<file path="config.mk">
export PLATFORM = sky130hd
export DESIGN_NAME = cascade_pic
export DESIGN_NICKNAME = d
export VERILOG_FILES = /design/src/rtl/pic_pkg.sv /design/src/rtl/pic_host_regs.sv /design/src/rtl/pic_request.sv /design/src/rtl/pic_resolver.sv /design/src/rtl/cascade_pic.sv
export SDC_FILE = /design/constraint.sdc
export NUM_CORES = 1
export LEC_CHECK = 0
export BUFFER_PORTS_ARGS = -buffer_cell sky130_fd_sc_hd__buf_2
export CAP_MARGIN = 0
export CORE_ASPECT_RATIO = 1.25
export CORE_MARGIN = 4
export CORE_UTILIZATION = 56
export DETAILED_ROUTE_END_ITERATION = 10
export GPL_ROUTABILITY_DRIVEN = 0
export PLACE_DENSITY = 0.79
export SLEW_MARGIN = 25
export SYNTH_ARGS = -nofsm -noshare
export SYNTH_HDL_FRONTEND = slang
export SYNTH_SLANG_ARGS = --single-unit
</file>
<file path="constraint.sdc">
create_clock -name clk -period 4.1 [get_ports clk]
set_clock_uncertainty 0.15 [all_clocks]
set_input_delay 0.615 -clock clk [delete_from_list [all_inputs] [get_ports clk]]
set_output_delay 0.615 -clock clk [all_outputs]
set_load 0.005 [all_outputs]
</file>
<file path="src/rtl/pic_pkg.sv">
// Package: shared constants and types for the cascadable interrupt controller.
// Assumes an 8-line controller with byte-wide host access.
package pic_pkg;
    localparam int PIC_LINES = 8;
    localparam int PIC_LVL_W = $clog2(PIC_LINES);
    localparam int PIC_DW    = 8;
    localparam int PIC_ID_W  = 3;

    localparam logic [PIC_DW-1:0] CMD_INIT    = 8'h11;
    localparam logic [PIC_DW-1:0] CMD_SEL_IRR = 8'h0A;
    localparam logic [PIC_DW-1:0] CMD_SEL_ISR = 8'h0B;
    localparam logic [PIC_DW-1:0] CMD_EOI     = 8'h60;
    localparam int                MODE_AUTO_BIT = 1;

    typedef enum logic [2:0] {
        ST_OFF  = 3'd0,
        ST_BASE = 3'd1,
        ST_CASC = 3'd2,
        ST_MODE = 3'd3,
        ST_RUN  = 3'd4
    } setup_state_t;
endpackage

</file>
<file path="src/rtl/pic_host_regs.sv">
// Module: host-side command decoder and setup sequencer.
// Decodes command-port bytes (setup start, readback select, specific EOI),
// steps through the three setup words on the data port and holds the mask,
// vector base, cascade byte and mode. Assumes at most one write per cycle.
module pic_host_regs
    import pic_pkg::*;
#(
    parameter int LINES = PIC_LINES,
    parameter int DW    = PIC_DW,
    parameter int LVL_W = $clog2(LINES),
    parameter int ID_W  = PIC_ID_W
) (
    input  logic             clk,
    input  logic             rst_n,
    input  logic             slave_mode,
    input  logic             wr,
    input  logic             addr,
    input  logic [DW-1:0]    wdata,
    output logic             ready,
    output logic [LINES-1:0] imr,
    output logic [DW-1:0]    base,
    output logic [DW-1:0]    casc_map,
    output logic [ID_W-1:0]  casc_id,
    output logic             auto_eoi,
    output logic             sel_isr,
    output logic             eoi_valid,
    output logic [LVL_W-1:0] eoi_level,
    output logic             init_pulse
);
    localparam logic [DW-1:0] LVL_FIELD = DW'(LINES - 1);

    setup_state_t    state;
    logic [DW-1:0]   casc_byte;
    logic            cmd_wr;
    logic            data_wr;

    // Purpose: split host writes by target port.
    always_comb begin
        cmd_wr  = wr && !addr;
        data_wr = wr && addr;
    end

    // Purpose: decode one-cycle command strobes.
    always_comb begin
        init_pulse = cmd_wr && (wdata == CMD_INIT);
        eoi_valid  = cmd_wr && (state == ST_RUN) && ((wdata & ~LVL_FIELD) == CMD_EOI);
        eoi_level  = wdata[LVL_W-1:0];
        ready      = (state == ST_RUN);
    end

    // Purpose: setup sequencer plus mask, base, cascade, mode and readback select.
    always_ff @(posedge clk) begin
        if (!rst_n) begin
            state     <= ST_OFF;
            imr       <= '1;
            base      <= '0;
            casc_byte <= '0;
            auto_eoi  <= 1'b0;
            sel_isr   <= 1'b0;
        end else if (init_pulse) begin
            state    <= ST_BASE;
            imr      <= '0;
            auto_eoi <= 1'b0;
            sel_isr  <= 1'b0;
        end else if (cmd_wr && state == ST_RUN) begin
            if (wdata == CMD_SEL_IRR)      sel_isr <= 1'b0;
            else if (wdata == CMD_SEL_ISR) sel_isr <= 1'b1;
        end else if (data_wr) begin
            case (state)
                ST_BASE: begin base <= wdata;      state <= ST_CASC; end
                ST_CASC: begin casc_byte <= wdata; state <= ST_MODE; end
                ST_MODE: begin auto_eoi <= wdata[MODE_AUTO_BIT]; state <= ST_RUN; end
                ST_RUN:  imr <= wdata[LINES-1:0];
                default: ;
            endcase
        end
    end

    // Purpose: interpret the cascade byte according to the role pin.
    always_comb begin
        casc_map = slave_mode ? '0 : casc_byte;
        casc_id  = slave_mode ? casc_byte[ID_W-1:0] : '0;
    end
endmodule

</file>
<file path="src/rtl/pic_request.sv">
// Module: edge-sensed request register.
// One slice per line: a rising edge sets the pending bit, which holds
// while the line stays high and drops when the line falls, when the level
// is granted, or when setup restarts. Assumes synchronous request lines.
module pic_request #(
    parameter int LINES = 8,
    parameter int LVL_W = $clog2(LINES)
) (
    input  logic             clk,
    input  logic             rst_n,
    input  logic [LINES-1:0] lines,
    input  logic             clear_all,
    input  logic             grant_valid,
    input  logic [LVL_W-1:0] grant_level,
    output logic [LINES-1:0] irr
);
    for (genvar g = 0; g < LINES; g++) begin : g_slice
        logic prev_q;
        logic taken;

        // Purpose: flag this slice as the one granted this cycle.
        always_comb taken = grant_valid && (grant_level == LVL_W'(g));

        // Purpose: track the line and update the pending bit.
        always_ff @(posedge clk) begin
            if (!rst_n) begin
                prev_q <= 1'b0;
                irr[g] <= 1'b0;
            end else begin
                prev_q <= lines[g];
                if (clear_all || taken) irr[g] <= 1'b0;
                else                    irr[g] <= lines[g] && (irr[g] || !prev_q);
            end
        end
    end
endmodule

</file>
<file path="src/rtl/pic_resolver.sv">
// Module: priority resolver, in-service register and vector output.
// Fixed priority with level 0 highest. A request interrupts only when it
// outranks every in-service level. An acknowledge without a qualifying
// request returns the level-7 vector and records nothing.
module pic_resolver #(
    parameter int LINES = 8,
    parameter int DW    = 8,
    parameter int LVL_W = $clog2(LINES)
) (
    input  logic             clk,
    input  logic             rst_n,
    input  logic [LINES-1:0] irr,
    input  logic [LINES-1:0] imr,
    input  logic             ready,
    input  logic             auto_eoi,
    input  logic [DW-1:0]    base,
    input  logic             ack,
    input  logic             eoi_valid,
    input  logic [LVL_W-1:0] eoi_level,
    input  logic             clear_all,
    output logic [LINES-1:0] isr,
    output logic             int_out,
    output logic             grant_valid,
    output logic [LVL_W-1:0] grant_level,
    output logic [DW-1:0]    vector_out,
    output logic             vector_valid
);
    localparam logic [LVL_W-1:0] SPUR_LVL = LVL_W'(LINES - 1);

    logic [LINES-1:0] req;
    logic [LINES-1:0] upto;
    logic             win_found;
    logic [LVL_W-1:0] win;
    logic             blocked;

    // Purpose: pick the lowest-numbered unmasked pending level.
    always_comb begin
        req       = irr & ~imr;
        win_found = 1'b0;
        win       = '0;
        for (int i = LINES - 1; i >= 0; i--) begin
            if (req[i]) begin
                win_found = 1'b1;
                win       = LVL_W'(i);
            end
        end
    end

    // Purpose: block the winner if an equal or higher level is in service.
    always_comb begin
        for (int i = 0; i < LINES; i++) upto[i] = (LVL_W'(i) <= win);
        blocked     = |(isr & upto);
        int_out     = ready && win_found && !blocked;
        grant_valid = ack && int_out;
        grant_level = win;
    end

    // Purpose: maintain the in-service register.
    always_ff @(posedge clk) begin
        if (!rst_n || clear_all) begin
            isr <= '0;
        end else begin
            for (int i = 0; i < LINES; i++) begin
                if (grant_valid && !auto_eoi && win == LVL_W'(i)) isr[i] <= 1'b1;
                else if (eoi_valid && eoi_level == LVL_W'(i))     isr[i] <= 1'b0;
            end
        end
    end

    // Purpose: register the vector for each acknowledge.
    always_ff @(posedge clk) begin
        if (!rst_n) begin
            vector_out   <= '0;
            vector_valid <= 1'b0;
        end else begin
            vector_valid <= ack;
            if (ack) vector_out <= base + DW'(grant_valid ? win : SPUR_LVL);
        end
    end
endmodule

</file>
<file path="src/rtl/cascade_pic.sv">
// Module: top of the cascadable eight-input interrupt controller.
// Wires the host register block, the request register and the resolver,
// and muxes the host read byte. Assumes synchronous host and request inputs.
module cascade_pic
    import pic_pkg::*;
(
    input  logic                 clk,
    input  logic                 rst_n,
    input  logic                 slave_mode,
    input  logic                 host_wr,
    input  logic                 host_addr,
    input  logic [PIC_DW-1:0]    host_wdata,
    output logic [PIC_DW-1:0]    host_rdata,
    input  logic [PIC_LINES-1:0] irq_in,
    input  logic                 irq_ack,
    output logic                 int_out,
    output logic [PIC_DW-1:0]    vector_out,
    output logic                 vector_valid,
    output logic [PIC_DW-1:0]    cascade_map,
    output logic [PIC_ID_W-1:0]  cascade_id
);
    logic                 ready;
    logic [PIC_LINES-1:0] imr;
    logic [PIC_LINES-1:0] irr;
    logic [PIC_LINES-1:0] isr;
    logic [PIC_DW-1:0]    base;
    logic                 auto_eoi;
    logic                 sel_isr;
    logic                 eoi_valid;
    logic [PIC_LVL_W-1:0] eoi_level;
    logic                 init_pulse;
    logic                 grant_valid;
    logic [PIC_LVL_W-1:0] grant_level;

    pic_host_regs u_regs (
        .clk(clk), .rst_n(rst_n), .slave_mode(slave_mode),
        .wr(host_wr), .addr(host_addr), .wdata(host_wdata),
        .ready(ready), .imr(imr), .base(base),
        .casc_map(cascade_map), .casc_id(cascade_id),
        .auto_eoi(auto_eoi), .sel_isr(sel_isr),
        .eoi_valid(eoi_valid), .eoi_level(eoi_level), .init_pulse(init_pulse)
    );

    pic_request #(.LINES(PIC_LINES)) u_req (
        .clk(clk), .rst_n(rst_n), .lines(irq_in), .clear_all(init_pulse),
        .grant_valid(grant_valid), .grant_level(grant_level), .irr(irr)
    );

    pic_resolver #(.LINES(PIC_LINES), .DW(PIC_DW)) u_res (
        .clk(clk), .rst_n(rst_n), .irr(irr), .imr(imr), .ready(ready),
        .auto_eoi(auto_eoi), .base(base), .ack(irq_ack),
        .eoi_valid(eoi_valid), .eoi_level(eoi_level), .clear_all(init_pulse),
        .isr(isr), .int_out(int_out), .grant_valid(grant_valid),
        .grant_level(grant_level), .vector_out(vector_out), .vector_valid(vector_valid)
    );

    // Purpose: host read mux for the two addresses.
    always_comb begin
        if (host_addr) host_rdata = imr;
        else           host_rdata = sel_isr ? isr : irr;
    end
endmodule

</file>
==> flow_metrics.py <==
metrics = {
    "yosys": {
        "synthesis.area_um2": 3130,
        "synthDominantAreaCellType": "dfxtp_1",
        "synth-warning-count": 0,
        "mean_post_synth_cell_area_um2": 8.86,
        "synth_net_count": 379,
        "post_synth_edffs": 0,
        "seq_area_frac_synth": 0.397,
        "postSynth.topFlopCell": "dfxtp_1",
        "synth.area.top_cells": "dfxtp_1, mux2i_1, o21ai_0",
        "synth.distinct_cells": 58,
        "synth_async_sr_flop_share": 0,
        "post_synth_inst_count": 353,
        "synthesized_flop_and_latch_total": 62,
        "yosys.area.top_type_share": 0.397,
    },
    "min_path": {
        "min_path_cells": 1,
        "hp-class": "reg2reg",
        "holdCritStartpoint": "u_res.vector_out[2]$_SDFFE_PN0P_",
        "hold_end": "u_res.vector_out[2]$_SDFFE_PN0P_",
    },
    "finish": {
        "finalInstanceArea_um2": 3560,
        "antenna_cells": 0,
        "final_nets": 425,
        "final_core_util": 0.654,
        "nFillCells": 457,
        "layout-area-overhead-vs-synth_pct": 13.7,
        "drive_gt1_frac": 0.197,
    },
    "clocking": {
        "cts_inserted_buffers": 9,
        "cts.sink_count": 62,
        "clk_transition_reported_paths_ns": 0.07,
        "clk_latency_ns": 0.34,
        "cts_htree_levels": 3,
        "cts.path.max_buffers": 2,
        "ctsHoldBuffers": 0,
        "clock-root-buffer": "clkbuf_8",
        "post-cts-setup-buffers": 0,
        "ctsResizeCount": 0,
        "cts_tree": "yes",
    },
    "sta": {
        "hold_viol": 0,
        "min_period_over_period": 0.805,
        "fin_tns_setup_ns": 0,
        "max_slew_margin": 0.549,
        "slew_viol_final": 0,
        "final_period_minus_worst_setup_slack_ns": 3.30,
        "worstMarginPinSlew_ns": 0.671,
        "achievable-frequency_mhz": 303,
        "fin_ws_ns": 0.800,
        "unrepaired_setup_endpoints_after_global_routing": "false",
        "setup_viol": 0,
    },
    "floorplanning": {
        "core_area_um2": 5440,
        "placement_rows": 30,
        "floorplan.initialDensity": 0.575,
        "dieHeight_um": 91.6,
        "design.portCount": 51,
        "dieWidth_um": 74.9,
        "floorplan_die_area_um2": 6860,
    },
    "worst_setup_path": {
        "cp.arrival_ns": 3.38,
        "kind_of_launch_point_of_the_worst_setup_path": "flop",
        "reg2regPathDepth": 14,
        "critPathKind": "reg2reg",
        "crit_path_cell_trace": "and2b_4 -> nor4_1 -> a211oi_1 -> a211o_2 -> nor4_4 -> inv_1 -> ha_1 -> fa_1 -> a21oi_1 -> nor2b_1 -> nand3_1 -> xor2_1 -> nand2_1 -> o211a_1",
        "critical_path.n_buffers_inverters": 1,
        "setup.reg_to_reg.worst_slack_ns": 0.80,
        "rr_startpoint": "u_regs.imr[2]$_SDFFE_PN1P_",
        "worst-path-max-fanout": 5,
        "timing.rr.end": "u_res.vector_out[6]$_SDFFE_PN0P_",
        "timing.critical_path.slowest_cell_delay_ns": 0.40,
        "crit_required_ns": 4.18,
        "endpoint_kind": "flop",
        "cpLargestDelayFamily": "simple AND/OR/NAND/NOR gates",
        "crit_path_top_delay_cell": "fa_1",
    },
    "placement": {
        "pre_cts_slack_ns": 0.850,
        "port-buffer-count": 50,
        "dpl.hpwl_um": 5590,
        "postPlaceCellArea_um2": 3400,
    },
    "routing": {
        "dr.first_iter.drc_count": 229,
        "drt_pass1_iterations": 6,
        "detailroute.via_count": 2840,
        "post_drt_wl_per_cell_um": 16.9,
        "detail-route-antenna-nets": 0,
        "routed_wl_um": 7890,
        "drt_drc_violations_left": 0,
        "via_per_inst": 6.09,
    },
    "global_route": {
        "first_pass_grt_wire_length_um": 13100,
        "antenna_found_initial": 0,
        "number_of_global_route_vias_before_repair": 2745,
        "grt_start_max_net_pins": 45,
        "grt-ovfl-total": 0,
        "gr-usage-all-layers": 0.251,
    },
    "power_and_ir_drop": {
        "power.ir.vdd_worst_uv": 298,
        "powerDensity_nw_per_um2": 323,
        "p_leak_nw": 1.42,
        "total_power_mw": 1.15,
    },
    "flow_run": {
        "drv_cap": 0,
    },
    "status": {
        "outcome": "finished clean",
    },
}
==> state kept, by name (all words and copies together), names as in the netlist <==
| signal | cells |
|---|---|
| u_res.vector_out | 8 |
| u_res.vector_valid | 1 |
| u_regs.casc_byte | 8 |
| u_regs.imr | 8 |
| u_regs.state | 3 |
| u_regs.auto_eoi | 1 |
| u_req.irr | 8 |
| u_req.g_slice.prev_q | 8 |
| u_res.isr | 8 |
| u_regs.base | 8 |
| u_regs.sel_isr | 1 |
==> metal layers <==
layer | vias up | GRT usage | share of wire
li1 | 1348 | - | -
met1 | 1341 | 0.298 | 0.39
met2 | 117 | 0.394 | 0.50
met3 | 34 | 0.0520 | 0.066
met4 | 0 | 0.166 | 0.046
met5 | - | 0 | 0
==> synth_stat cells (all sizes together) (4+ instances only) <==
library cell	n
o21ai	34
nand3	6
and2b	4
nor4	6
a31o	7
a21boi	8
a211oi	9
a21oi	9
nand2b	8
mux2i	23
xnor2	4
nor3	6
nand2	40
and2	13
o211a	8
inv	13
buf	7
nor2	12
nor2b	24
o211ai	5
dfxtp	62
clkbuf	11
==> worst reg2reg max path: cells and delay by family (launching register included) <==
family | cells | cell delay, ns
AOI/OAI and AO/OA | 4 | 0.82
xor gates and xnor gates | 1 | 0.15
adders and majority gates | 2 | 0.61
buffers and inverters | 1 | 0.07
DFF | 1 | 0.36
and+or+nand+nor | 6 | 1.02
==> report_power, final <==
group	total [mW]	switching (mW)	internal, mW
Combinational	0.0759	0.0448	0.0311
Clock	0.451	0.224	0.227
Sequential	0.623	0.00727	0.616
==> layout make-up <==
cell class	instances	area (um2)	share of cell area
multi-input cells	260	1760	0.495
flip-flops and latches	62	1240	0.349
repair buffers	53	273	0.0767
clock buffers	12	145	0.0408
well taps	64	80.1	0.0225
inverters	13	48.8	0.0137
clock inverters	2	10.0	0.00281
==> placed cells by master (no fill, tap or decap), types with 2 or more instances in the layout <==
master / count
o21ai_0: 34
buf_4: 3
clkbuf_8: 10
a21boi_0: 8
and2b_1: 2
o211ai_1: 5
nand3b_1: 2
a31o_1: 6
buf_2: 50
nand2b_1: 8
mux2i_1: 23
and2_1: 13
nor2b_1: 24
nor4b_1: 2
clkinv_2: 2
nand2_1: 39
o311a_1: 2
nand3_1: 6
xor2_1: 2
nor3_1: 5
nor2_1: 11
inv_1: 13
nor4_4: 2
o211a_1: 8
a21oi_1: 9
ha_1: 3
a211oi_1: 9
xnor2_1: 4
clkbuf_1: 2
and3_1: 2
dfxtp_1: 62
nor4_1: 3
and2b_4: 2
==> logic make-up after synthesis <==
logic type | count (synthesis) | share of synthesized area
AOI/OAI and AO/OA | 93 | 0.204
xor gates and xnor gates | 6 | 0.0168
buffers and inverters | 31 | 0.0428
muxes | 23 | 0.0736
adders and majority gates | 4 | 0.0184
DFF | 62 | 0.397
and+or+nand+nor | 134 | 0.248
==> worst max-delay path by stage <==
stage                                      start                               end  slack [ns]  cells past startpoint
finish                u_regs.imr[2]$_SDFFE_PN1P_  u_res.vector_out[6]$_SDFFE_PN0P_        0.80                     14
global placement    u_regs.state[1]$_SDFFE_PP0P_  u_res.vector_out[6]$_SDFFE_PN0P_        0.91                     13
detailed placement  u_regs.state[1]$_SDFFE_PP0P_  u_res.vector_out[6]$_SDFFE_PN0P_        0.85                     13
CTS                 u_regs.state[1]$_SDFFE_PP0P_  u_res.vector_out[6]$_SDFFE_PN0P_        0.83                     13
global route          u_regs.imr[3]$_SDFFE_PN1P_  u_res.vector_out[6]$_SDFFE_PN0P_        0.56                     14
floorplan           u_regs.state[2]$_SDFFE_PP0P_  u_res.vector_out[6]$_SDFFE_PN0P_        0.89                     15
==> stage by stage <==
step,hold WS (ns),instances
2_1_floorplan,0.303,353
3_5_place_dp,0.317,452
6_report,0.329,466
5_1_grt,0.338,466
3_3_place_gp,0.312,452
4_1_cts,0.336,466
Note: power is estimated with default switching activity, not from simulation.
